===== config.mk =====
export PLATFORM = sky130hd
export DESIGN_NAME = dma_cmd_gate
export DESIGN_NICKNAME = d
export VERILOG_FILES = /design/src/rtl/dmagate_pkg.sv /design/src/rtl/cmd_decode.sv /design/src/rtl/irq_stack.sv /design/src/rtl/chan_ctrl.sv /design/src/rtl/dma_cmd_gate.sv
export SDC_FILE = /design/constraint.sdc
export NUM_CORES = 1
export LEC_CHECK = 0
export ABC_AREA = 1
export BUFFER_PORTS_ARGS = -buffer_cell sky130_fd_sc_hd__clkbuf_2
export CAP_MARGIN = 30
export CORE_ASPECT_RATIO = 1.75
export CORE_MARGIN = 2
export CORE_UTILIZATION = 42
export CTS_CLUSTER_DIAMETER = 150
export DETAILED_ROUTE_END_ITERATION = 10
export GPL_ROUTABILITY_DRIVEN = 0
export PLACE_DENSITY = 0.66
export SETUP_SLACK_MARGIN = 0.4
export SLEW_MARGIN = 20
export SYNTH_ARGS = -nofsm -noshare
export SYNTH_HDL_FRONTEND = slang
export SYNTH_SLANG_ARGS = --single-unit

===== constraint.sdc =====
create_clock -name clk -period 1.65 [get_ports clk]
set_input_delay 0.33 -clock clk [delete_from_list [all_inputs] [get_ports clk]]
set_output_delay 0.33 -clock clk [all_outputs]
set_load 0.005 [all_outputs]

===== src/rtl/dmagate_pkg.sv =====
package dmagate_pkg;
  typedef enum logic [1:0] {
    OP_RESET  = 2'd0,
    OP_SETREQ = 2'd1,
    OP_START  = 2'd2,
    OP_NONE   = 2'd3
  } cmd_op_e;

  localparam int FLAG_N = 6;

  typedef struct packed {
    logic parked;
    logic noaddr;
    logic irq2;
    logic irq;
    logic active;
    logic chaining;
  } chan_flags_t;
endpackage


===== src/rtl/cmd_decode.sv =====
module cmd_decode #(
  parameter int NUM_CH = 2,
  parameter int CH_W   = 1
) (
  input  logic              cmd_valid_i,
  input  logic [1:0]        cmd_op_i,
  input  logic [CH_W-1:0]   cmd_ch_i,
  output logic              clr_all_o,
  output logic [NUM_CH-1:0] setreq_o,
  output logic [NUM_CH-1:0] start_o
);
  import dmagate_pkg::*;

  cmd_op_e op;
  assign op = cmd_op_e'(cmd_op_i);
  assign clr_all_o = cmd_valid_i && (op == OP_RESET);

  for (genvar c = 0; c < NUM_CH; c++) begin : g_sel
    logic hit;
    assign hit         = cmd_valid_i && (int'(cmd_ch_i) == c);
    assign setreq_o[c] = hit && (op == OP_SETREQ);
    assign start_o[c]  = hit && (op == OP_START);
  end
endmodule


===== src/rtl/irq_stack.sv =====
module irq_stack #(
  parameter int VEC_W  = 8,
  parameter int CODE_W = 3
) (
  input  logic              clk,
  input  logic              rst_n,
  input  logic              clr_i,
  input  logic              push_i,
  input  logic [VEC_W-1:0]  push_vec_i,
  input  logic [CODE_W-1:0] push_code_i,
  input  logic              pop_i,
  output logic [VEC_W-1:0]  head_vec_o,
  output logic [CODE_W-1:0] head_code_o,
  output logic              pend1_o,
  output logic              pend2_o
);
  localparam int ENT_W = VEC_W + CODE_W;

  logic [ENT_W-1:0] slot0, slot1, new_ent;
  logic [1:0]       cnt;
  logic             pop_ok, push_ok;

  assign new_ent = {push_vec_i, push_code_i};
  assign pop_ok  = pop_i && (cnt != 2'd0);
  assign push_ok = push_i && (cnt != 2'd2);

  always_ff @(posedge clk or negedge rst_n) begin
    if (!rst_n) begin
      slot0 <= '0;
      slot1 <= '0;
      cnt   <= 2'd0;
    end else if (clr_i) begin
      slot0 <= '0;
      slot1 <= '0;
      cnt   <= 2'd0;
    end else begin
      unique case ({pop_ok, push_ok})
        2'b10: begin
          slot0 <= slot1;
          slot1 <= '0;
          cnt   <= cnt - 2'd1;
        end
        2'b01: begin
          if (cnt == 2'd0) slot0 <= new_ent;
          else             slot1 <= new_ent;
          cnt <= cnt + 2'd1;
        end
        2'b11: begin
          slot0 <= new_ent;
        end
        default: ;
      endcase
    end
  end

  assign head_vec_o  = slot0[ENT_W-1:CODE_W];
  assign head_code_o = slot0[CODE_W-1:0];
  assign pend1_o     = (cnt != 2'd0);
  assign pend2_o     = (cnt == 2'd2);


  full_keep_chk: assert property (@(posedge clk) disable iff (!rst_n)
    (push_i && pend2_o && !pop_i && !clr_i) |=> ($stable(head_vec_o) && pend2_o));


  pop_move_chk: assert property (@(posedge clk) disable iff (!rst_n)
    (pop_i && pend2_o && !clr_i) |=> (pend1_o && !pend2_o));
endmodule


===== src/rtl/chan_ctrl.sv =====
module chan_ctrl #(
  parameter int VEC_W  = 8,
  parameter int CODE_W = 3
) (
  input  logic              clk,
  input  logic              rst_n,
  input  logic              clr_i,
  input  logic              setreq_i,
  input  logic              start_i,
  input  logic              iack_i,
  input  logic              chaddr_load_i,
  input  logic              chain_done_i,
  input  logic              chain_swreq_i,
  input  logic              term_i,
  input  logic              term_ie_i,
  input  logic [CODE_W-1:0] term_code_i,
  input  logic              vec_load_i,
  input  logic [VEC_W-1:0]  vec_data_i,
  output dmagate_pkg::chan_flags_t flags_o,
  output logic              swreq_o,
  output logic              start_chain_o,
  output logic              begin_xfer_o,
  output logic [VEC_W-1:0]  ack_vec_o,
  output logic [CODE_W-1:0] ack_code_o
);
  logic             chaining, active, noaddr, parked, swreq;
  logic             start_q, begin_q;
  logic [VEC_W-1:0] vec_q;
  logic             irq, irq2;
  logic             start_ok, begin_ok;

  assign start_ok = start_i && !irq2 && !noaddr;
  assign begin_ok = swreq && !irq2 && !parked && !chaining && !active;

  always_ff @(posedge clk or negedge rst_n) begin
    if (!rst_n) begin
      chaining <= 1'b0;
      active   <= 1'b0;
      noaddr   <= 1'b1;
      parked   <= 1'b1;
      swreq    <= 1'b0;
      start_q  <= 1'b0;
      begin_q  <= 1'b0;
      vec_q    <= '0;
    end else if (clr_i) begin
      chaining <= 1'b0;
      active   <= 1'b0;
      noaddr   <= 1'b1;
      parked   <= 1'b1;
      swreq    <= 1'b0;
      start_q  <= 1'b0;
      begin_q  <= 1'b0;
      vec_q    <= '0;
    end else begin
      start_q <= start_ok;
      begin_q <= begin_ok;
      if (start_ok)          chaining <= 1'b1;
      else if (chain_done_i) chaining <= 1'b0;
      if (begin_ok)          active <= 1'b1;
      else if (term_i)       active <= 1'b0;
      if (term_i)            parked <= 1'b1;
      else if (start_ok)     parked <= 1'b0;
      if (chaddr_load_i)     noaddr <= 1'b0;
      swreq <= (swreq && !begin_ok) || setreq_i || (chain_done_i && chain_swreq_i);
      if (vec_load_i)        vec_q <= vec_data_i;
    end
  end

  irq_stack #(.VEC_W(VEC_W), .CODE_W(CODE_W)) u_stack (
    .clk        (clk),
    .rst_n      (rst_n),
    .clr_i      (clr_i),
    .push_i     (term_i && term_ie_i),
    .push_vec_i (vec_q),
    .push_code_i(term_code_i),
    .pop_i      (iack_i),
    .head_vec_o (ack_vec_o),
    .head_code_o(ack_code_o),
    .pend1_o    (irq),
    .pend2_o    (irq2)
  );

  assign flags_o = '{parked: parked, noaddr: noaddr, irq2: irq2, irq: irq,
                     active: active, chaining: chaining};
  assign swreq_o       = swreq;
  assign start_chain_o = start_q;
  assign begin_xfer_o  = begin_q;


  clr_state_chk: assert property (@(posedge clk) disable iff (!rst_n)
    clr_i |=> (noaddr && parked && !chaining && !active && !swreq && !irq));


  begin_gate_chk: assert property (@(posedge clk) disable iff (!rst_n)
    begin_xfer_o |-> ($past(!irq2 && !parked) && active && !$past(active)));


  start_block_chk: assert property (@(posedge clk) disable iff (!rst_n)
    (start_i && !clr_i && (irq2 || noaddr)) |=> !start_chain_o);


  chaddr_clear_chk: assert property (@(posedge clk) disable iff (!rst_n)
    (chaddr_load_i && !clr_i) |=> !noaddr);
endmodule


===== src/rtl/dma_cmd_gate.sv =====
module dma_cmd_gate #(
  parameter int NUM_CH = 2,
  parameter int VEC_W  = 8,
  parameter int CODE_W = 3,
  parameter int CH_W   = (NUM_CH > 1) ? $clog2(NUM_CH) : 1
) (
  input  logic                     clk,
  input  logic                     rst_n,
  input  logic                     cmd_valid_i,
  input  logic [1:0]               cmd_op_i,
  input  logic [CH_W-1:0]          cmd_ch_i,
  input  logic [NUM_CH-1:0]        iack_i,
  input  logic [NUM_CH-1:0]        chaddr_load_i,
  input  logic [NUM_CH-1:0]        chain_done_i,
  input  logic [NUM_CH-1:0]        chain_swreq_i,
  input  logic [NUM_CH-1:0]        term_i,
  input  logic [NUM_CH-1:0]        term_ie_i,
  input  logic [NUM_CH*CODE_W-1:0] term_code_i,
  input  logic [NUM_CH-1:0]        vec_load_i,
  input  logic [VEC_W-1:0]         vec_data_i,
  output logic [NUM_CH*6-1:0]      status_o,
  output logic [NUM_CH-1:0]        swreq_o,
  output logic [NUM_CH-1:0]        start_chain_o,
  output logic [NUM_CH-1:0]        begin_xfer_o,
  output logic [NUM_CH*VEC_W-1:0]  ack_vec_o,
  output logic [NUM_CH*CODE_W-1:0] ack_code_o
);
  import dmagate_pkg::*;

  logic              clr_all;
  logic [NUM_CH-1:0] setreq, start;

  cmd_decode #(.NUM_CH(NUM_CH), .CH_W(CH_W)) u_dec (
    .cmd_valid_i(cmd_valid_i),
    .cmd_op_i   (cmd_op_i),
    .cmd_ch_i   (cmd_ch_i),
    .clr_all_o  (clr_all),
    .setreq_o   (setreq),
    .start_o    (start)
  );

  for (genvar c = 0; c < NUM_CH; c++) begin : g_ch
    chan_flags_t fl;
    chan_ctrl #(.VEC_W(VEC_W), .CODE_W(CODE_W)) u_ch (
      .clk          (clk),
      .rst_n        (rst_n),
      .clr_i        (clr_all),
      .setreq_i     (setreq[c]),
      .start_i      (start[c]),
      .iack_i       (iack_i[c]),
      .chaddr_load_i(chaddr_load_i[c]),
      .chain_done_i (chain_done_i[c]),
      .chain_swreq_i(chain_swreq_i[c]),
      .term_i       (term_i[c]),
      .term_ie_i    (term_ie_i[c]),
      .term_code_i  (term_code_i[c*CODE_W +: CODE_W]),
      .vec_load_i   (vec_load_i[c]),
      .vec_data_i   (vec_data_i),
      .flags_o      (fl),
      .swreq_o      (swreq_o[c]),
      .start_chain_o(start_chain_o[c]),
      .begin_xfer_o (begin_xfer_o[c]),
      .ack_vec_o    (ack_vec_o[c*VEC_W +: VEC_W]),
      .ack_code_o   (ack_code_o[c*CODE_W +: CODE_W])
    );
    assign status_o[c*FLAG_N +: FLAG_N] = fl;


    term_park_chk: assert property (@(posedge clk) disable iff (!rst_n)
      (term_i[c] && !clr_all) |=> (fl.parked && !fl.active));
  end
endmodule


-- Yosys cells after proc, flatten, opt, wreduce, memory -nomap -nowiden
Index checks and enable logic that the tools add are counted.
- latch bits: 0
- output and inout bits: 40
- input port bits: 34
- memories: 0
- ROM bits: 0
- flip-flop bits (word level): 78
- logic and storage cells: 159
- bits in writable memories: 0
- add/sub/neg operators: 4
- bitwise gates (word level): 1
- equal/unequal tests: 16
- div/mod/pow operators: 0
- multipliers: 0
- shift-type cells: 0
- $lt $le $gt $ge: 0
- mux-type cells: 48
- reduce and logical (&&, ||, !) cells: 68
- operators by type and width (cell ; count):
    two-way mux 11 bit ; 8
    case mux 11 bit (3 select lines) ; 2
    case mux 11 bit (2 select lines) ; 2
    two-way mux 8 bit ; 4
    logical AND 1 bit ; 29
    two-way mux 1 bit ; 28
    nonzero test 3 bit ; 8
    == test 2 bit (second input constant) ; 7
    logical NOT 1 bit ; 12
    != test 3 bit (second input constant) ; 4
    nonzero test 2 bit ; 6
    case mux 2 bit (2 select lines) ; 2
    AND reduction 2 bit ; 4
    nonzero test 4 bit ; 2
    == test 2 x 1 -> 1 bit (second input constant) ; 3
    logical NOT 2 bit ; 3
    adder 2 x 1 -> 2 bit (second input constant) ; 2
    logical OR 1 bit ; 4
    two-way mux 2 bit ; 2
    != test 2 bit (second input constant) ; 2
    subtractor 2 x 1 -> 2 bit (second input constant) ; 2
    inverter 1 bit ; 1

-- Longest topological paths before layout
- word-level depth: 11
- depth in mapped cells: 12
- gate-level depth less buffers: 11

-- Hierarchy
A second synthesis with hierarchy kept.
- cells, all modules: 487
- area total of the unflattened synthesis: 3942.5 sq um
- by module, submodules not included (module ; cells an instance ; sequential area each (sq um) ; area each (sq um) ; times used):
    irq_stack ; 166 ; 600.6 ; 1246.2 ; 2
    chan_ctrl ; 71 ; 377.9 ; 700.7 ; 2
    cmd_decode ; 13 ; 0.0 ; 48.8 ; 1

-- Worst setup path after synthesis
No wires, ideal clock.
- path kind: reg2reg
- start point: register g_ch[0].u_ch.u_stack.cnt[0]
- end point: register g_ch[0].u_ch.u_stack.slot1[10]
- required time: 1.585 ns
- stages on the path, launching flop included: 12
- arrival: 1.668 ns
- path buffers: 2
- period minus slack after synthesis: 1.733 ns
- library setup time: 0.065 ns
- setup slack: -0.083 ns
- path through: dfrtp_1 inv_2 nand2_2 nand2_1 buf_4 inv_1 ha_1 inv_1 a21oi_1 buf_2 nand2_1 nand2_1
- longest elaborated chain between the ends: 5
- elaborated cells on any way between the ends: 12
- those cells by class: eq/ne (4); mux (2); reduce/logical (6)
- ends and longest elaborated chain (what ; line ; RTL):
    from (decl) ; irq_stack.sv:20 ; logic [1:0] cnt;
    from (signal assigned) ; irq_stack.sv:41 ; cnt <= cnt - 2'd1;
    from (signal assigned) ; irq_stack.sv:46 ; cnt <= cnt + 2'd1;
    != test 2 bit or nonzero test 2 bit (tied branches) ; irq_stack.sv:25, irq_stack.sv:24 ;
    logical AND 1 bit, on equally long branches ; irq_stack.sv:25, irq_stack.sv:24 ;
    == test 2 x 1 -> 1 bit or == test 2 bit (tied branches) ; irq_stack.sv:37 ; unique case ({pop_ok, push_ok})
    case mux 11 bit (2 select lines) (tied with other cells) ; irq_stack.sv:37 ;
    two-way mux 11 bit or AND reduction 2 bit (tied branches) ; -- ;
    to (signal assigned) ; irq_stack.sv:45 ; else slot1 <= new_ent;
    to (decl) ; irq_stack.sv:19 ; logic [ENT_W-1:0] slot0, slot1, new_ent;
Several ways; a longest one is shown, not always the timed one.
A chain may end at the register's enable or synchronous reset.

-- Worst setup path after layout
- start point: register g_ch[1].u_ch.u_stack.cnt[1]
- end point: register g_ch[1].u_ch.u_stack.slot0[5]
- longest elaborated chain between the ends: 5
- elaborated cells on any way between the ends: 13
- those cells by class: eq/ne (5); mux (2); reduce/logical (6)
- ends and longest elaborated chain (what ; line ; RTL):
    from (decl) ; irq_stack.sv:20 ;
    from (signal assigned) ; irq_stack.sv:41 ;
    from (signal assigned) ; irq_stack.sv:46 ;
    != test 2 bit or nonzero test 2 bit (tied branches) ; irq_stack.sv:25, irq_stack.sv:24 ;
    logical AND 1 bit, on equally long branches ; irq_stack.sv:25, irq_stack.sv:24 ;
    == test 2 bit or == test 2 x 1 -> 1 bit (tied branches) ; irq_stack.sv:37 ;
    case mux 11 bit (3 select lines) (tied with other cells) ; irq_stack.sv:37 ;
    two-way mux 11 bit or AND reduction 2 bit (tied branches) ; -- ;
    to (signal assigned) ; irq_stack.sv:39 ; slot0 <= slot1;
    to (signal assigned) ; irq_stack.sv:44 ; if (cnt == 2'd0) slot0 <= new_ent;
    to (signal assigned) ; irq_stack.sv:49 ; slot0 <= new_ent;
    to (decl) ; irq_stack.sv:19 ;
Several ways; a longest one is shown, not always the timed one.

==> impl_metrics.tcl <==
set metrics [dict create \
    ir_drop_v 0.000842 \
    cp_slowest_cell "dfrtp_2" \
    cellPowerDensity_nw_per_um2 1460 \
    yosys.area.top_type "dfrtp_1" \
    path_depth 11 \
    viasPerCell 5.02 \
    wire_per_inst_um 14.6 \
    final_util_pct 60.2 \
    worstSetupEndpoint "g_ch[1].u_ch.u_stack.slot0[5]" \
    cp_data_arrival_time_ps 1830 \
    syn_nets 512 \
    cp_cell_sequence "inv_2 -> nand2_4 -> nand2_4 -> inv_4 -> ha_4 -> inv_2 -> o21ai_4 -> nor2_4 -> buf_12 -> nand2_4 -> nand2_2" \
    grt_overflow 0 \
    setup_viol 0 \
    hold_violations 0 \
    min_period_over_period_pct 97.6 \
    firstDrtPassIters 5 \
    mostFrequentLayoutCells "131 x nand2_1, 72 x dfrtp_1, 69 x clkbuf_2" \
    status "completed" \
    slew_headroom_pct 71.4 \
    ioPinCount 74 \
    die-area_um2 10000 \
    synth_cell_type_count 25 \
    tightest_slew_ps 428 \
    antenna_cells 0 \
    finalNetCount 610 \
    synth_top_area_share_pct 48.0 \
    syn_area_per_cell_um2 8.14 \
    dp_hpwl_mm 6.54 \
    grt_pass1_wl_mm 16.8 \
    fin_worst_skew_ps 9.84 \
    drt-initial-drc-count 169 \
    final_cell_area_um2 5400 \
    maxCapViolCount 0 \
    slew_viol_final 0 \
    antenna_found_initial 0 \
    htree_levels 3 \
    grt_max_degree 35 \
    fillers 810 \
    drc_errors 0 \
    synth_cells 474 \
    dp_slack_ps -58.3 \
    crit_path_end_kind "register" \
    ant_nets 0 \
    crit_top_cell "nand2_4" \
    min_path_type "in -> reg" \
    die_h_um 131 \
    ff_latch_area_um2 1960 \
    path_class "reg -> reg" \
    ctsLongestPathBuffers 2 \
    critPathLaunch "g_ch[1].u_ch.u_stack.cnt[1]" \
    grt_pass1_vias 3538 \
    multi_input_area_um2 1930 \
    cts_tree "done" \
    initial_core_util_pct 43.0 \
    synth_area_um2 3860 \
    clock_latency_ps 330 \
    crit_path_max_incr_delay_ps 440 \
    max_freq_mhz 621 \
    timing.rr.end "g_ch[1].u_ch.u_stack.slot0[5]" \
    gr-usage-all-layers_pct 21.2 \
    port-buffer-count 73 \
    vias 3499 \
    crit_buf_inv 4 \
    synthToLayoutAreaGrowth_pct 40.0 \
    fp-row-count 46 \
    crit_fanout 6 \
    period_needed_ps 1610 \
    cts_buffers 9 \
    cp-start-kind "register" \
    seq_area_frac_synth_pct 50.7 \
    holdWs_ps 133 \
    final_common_cell "nand2_1" \
    r2r_slack_ps 40 \
    rsz0062_at_grt "true" \
    tns_ps 0 \
    cp.required_ps 1870 \
    wirelength_mm 10.2 \
    die_w_um 76.5 \
    ys_seq_elements 78 \
    cp_top_family "flip-flops" \
    synth_area_leaders "dfrtp_1 48%, nand2_1 17%, nand3_1 7.8%" \
    cts.clk_slew.worst_paths_ps 60 \
    r2r_cells 11 \
    core_area_um2 8980 \
    r2r_start "g_ch[1].u_ch.u_stack.cnt[1]" \
    place_area_um2 4360 \
    final.setup.worst_slack_ps 40.4 \
    cts-root-buf "clkbuf_16" \
    synth_warnings 0 \
    drive_gt1_share_pct 43.5 \
    clkSinkCount 78 \
    p_leak_uw 0.00289 \
]
[area by class of cell]
type                    instances  area share [%]
flip-flops and latches         78            36.3
multi-input cells             322            35.8
repair buffers                125            16.5
clock buffers                  10            4.24
inverters                      36            2.83
well taps                     120            2.78
clock inverters                 6            1.60
[worst register-to-register path: cells and delay by family, from the launching register on]
kind,cells,cell delay [ps]
AO/OA/AOI/OAI,1,200
adder cells (fa/ha/maj),1,250
buffers and inverters,4,310
flip-flops,1,440
AND/OR/NAND/NOR,5,290
[repair_timing]
item,4_1_cts,5_1_grt
resized for setup,66,65
pin swaps,16,17
buffers inserted,21,5
hold buffers,1,0
setup endpoints to repair,56,61
cloned,4,0
endpoints found under the hold margin,28,0
[where the power goes]
part | internal [uW] | switching, uW | total [uW]
Sequential | 2310 | 272 | 2580
Combinational | 1490 | 1720 | 3220
Clock | 1320 | 775 | 2100
Total | 5130 | 2770 | 7900
[stage by stage]
step | instances | total power (uW)
after floorplan | 474 | 4030
after global placement | 650 | 4550
after detailed placement | 650 | 4620
after CTS | 692 | 7490
after global routing | 697 | 8330
final | 697 | 7900
[worst min path at each step]
stage | cells after the start | end | start
6_report | 2 | g_ch[0].u_ch.noaddr | chaddr_load_i[0]
5_1_grt | 2 | g_ch[0].u_ch.noaddr | chaddr_load_i[0]
4_1_cts | 2 | g_ch[0].u_ch.noaddr | chaddr_load_i[0]
3_5_place_dp | 1 | g_ch[1].u_ch.u_stack.slot0[0] | rst_n
3_3_place_gp | 1 | g_ch[1].u_ch.u_stack.slot0[0] | rst_n
2_1_floorplan | 0 | g_ch[0].u_ch.active | rst_n
[cell usage after synthesis]
master,n
a21oi_1,6
buf_2,10
buf_4,24
buf_6,4
clkbuf_1,1
dfrtp_1,74
dfstp_2,4
ha_1,4
inv_1,30
inv_2,6
nand2_1,172
nand2_2,2
nand2_4,3
nand3_1,60
nand3_2,2
nand4_1,11
nor2_1,18
nor2_2,1
nor2_4,2
o21a_1,1
o21ai_0,32
o21ai_1,1
o21ai_2,3
o21ai_4,1
o31ai_1,2
[registers in the layout, indices dropped and copies added (netlist names)]
register / flops
g_ch.u_ch.u_stack.slot0: 22
g_ch.u_ch.chaining: 2
g_ch.u_ch.u_stack.cnt: 4
g_ch.u_ch.vec_q: 16
g_ch.u_ch.u_stack.slot1: 22
g_ch.u_ch.noaddr: 2
g_ch.u_ch.swreq_o: 2
g_ch.u_ch.parked: 2
g_ch.u_ch.start_chain_o: 2
g_ch.u_ch.active: 2
g_ch.u_ch.begin_xfer_o: 2
[cells by family after synthesis]
| family | share of synthesized area (%) |
|---|---|
| AND/OR/NAND/NOR | 30.5 |
| flip-flops | 50.7 |
| buffers and inverters | 10.7 |
| AO/OA/AOI/OAI | 6.74 |
| adder cells (fa/ha/maj) | 1.30 |
[per-layer routing]
layer  GRT usage [%]  vias to the layer above  part of all wire [%]
met5               0                        -                     0
met4            9.09                        0                   2.9
met3            4.67                       24                   3.8
met2            38.5                       96                    54
met1            24.0                     1680                    40
li1                -                     1699                     -
Power figures use the tool's default switching activity.
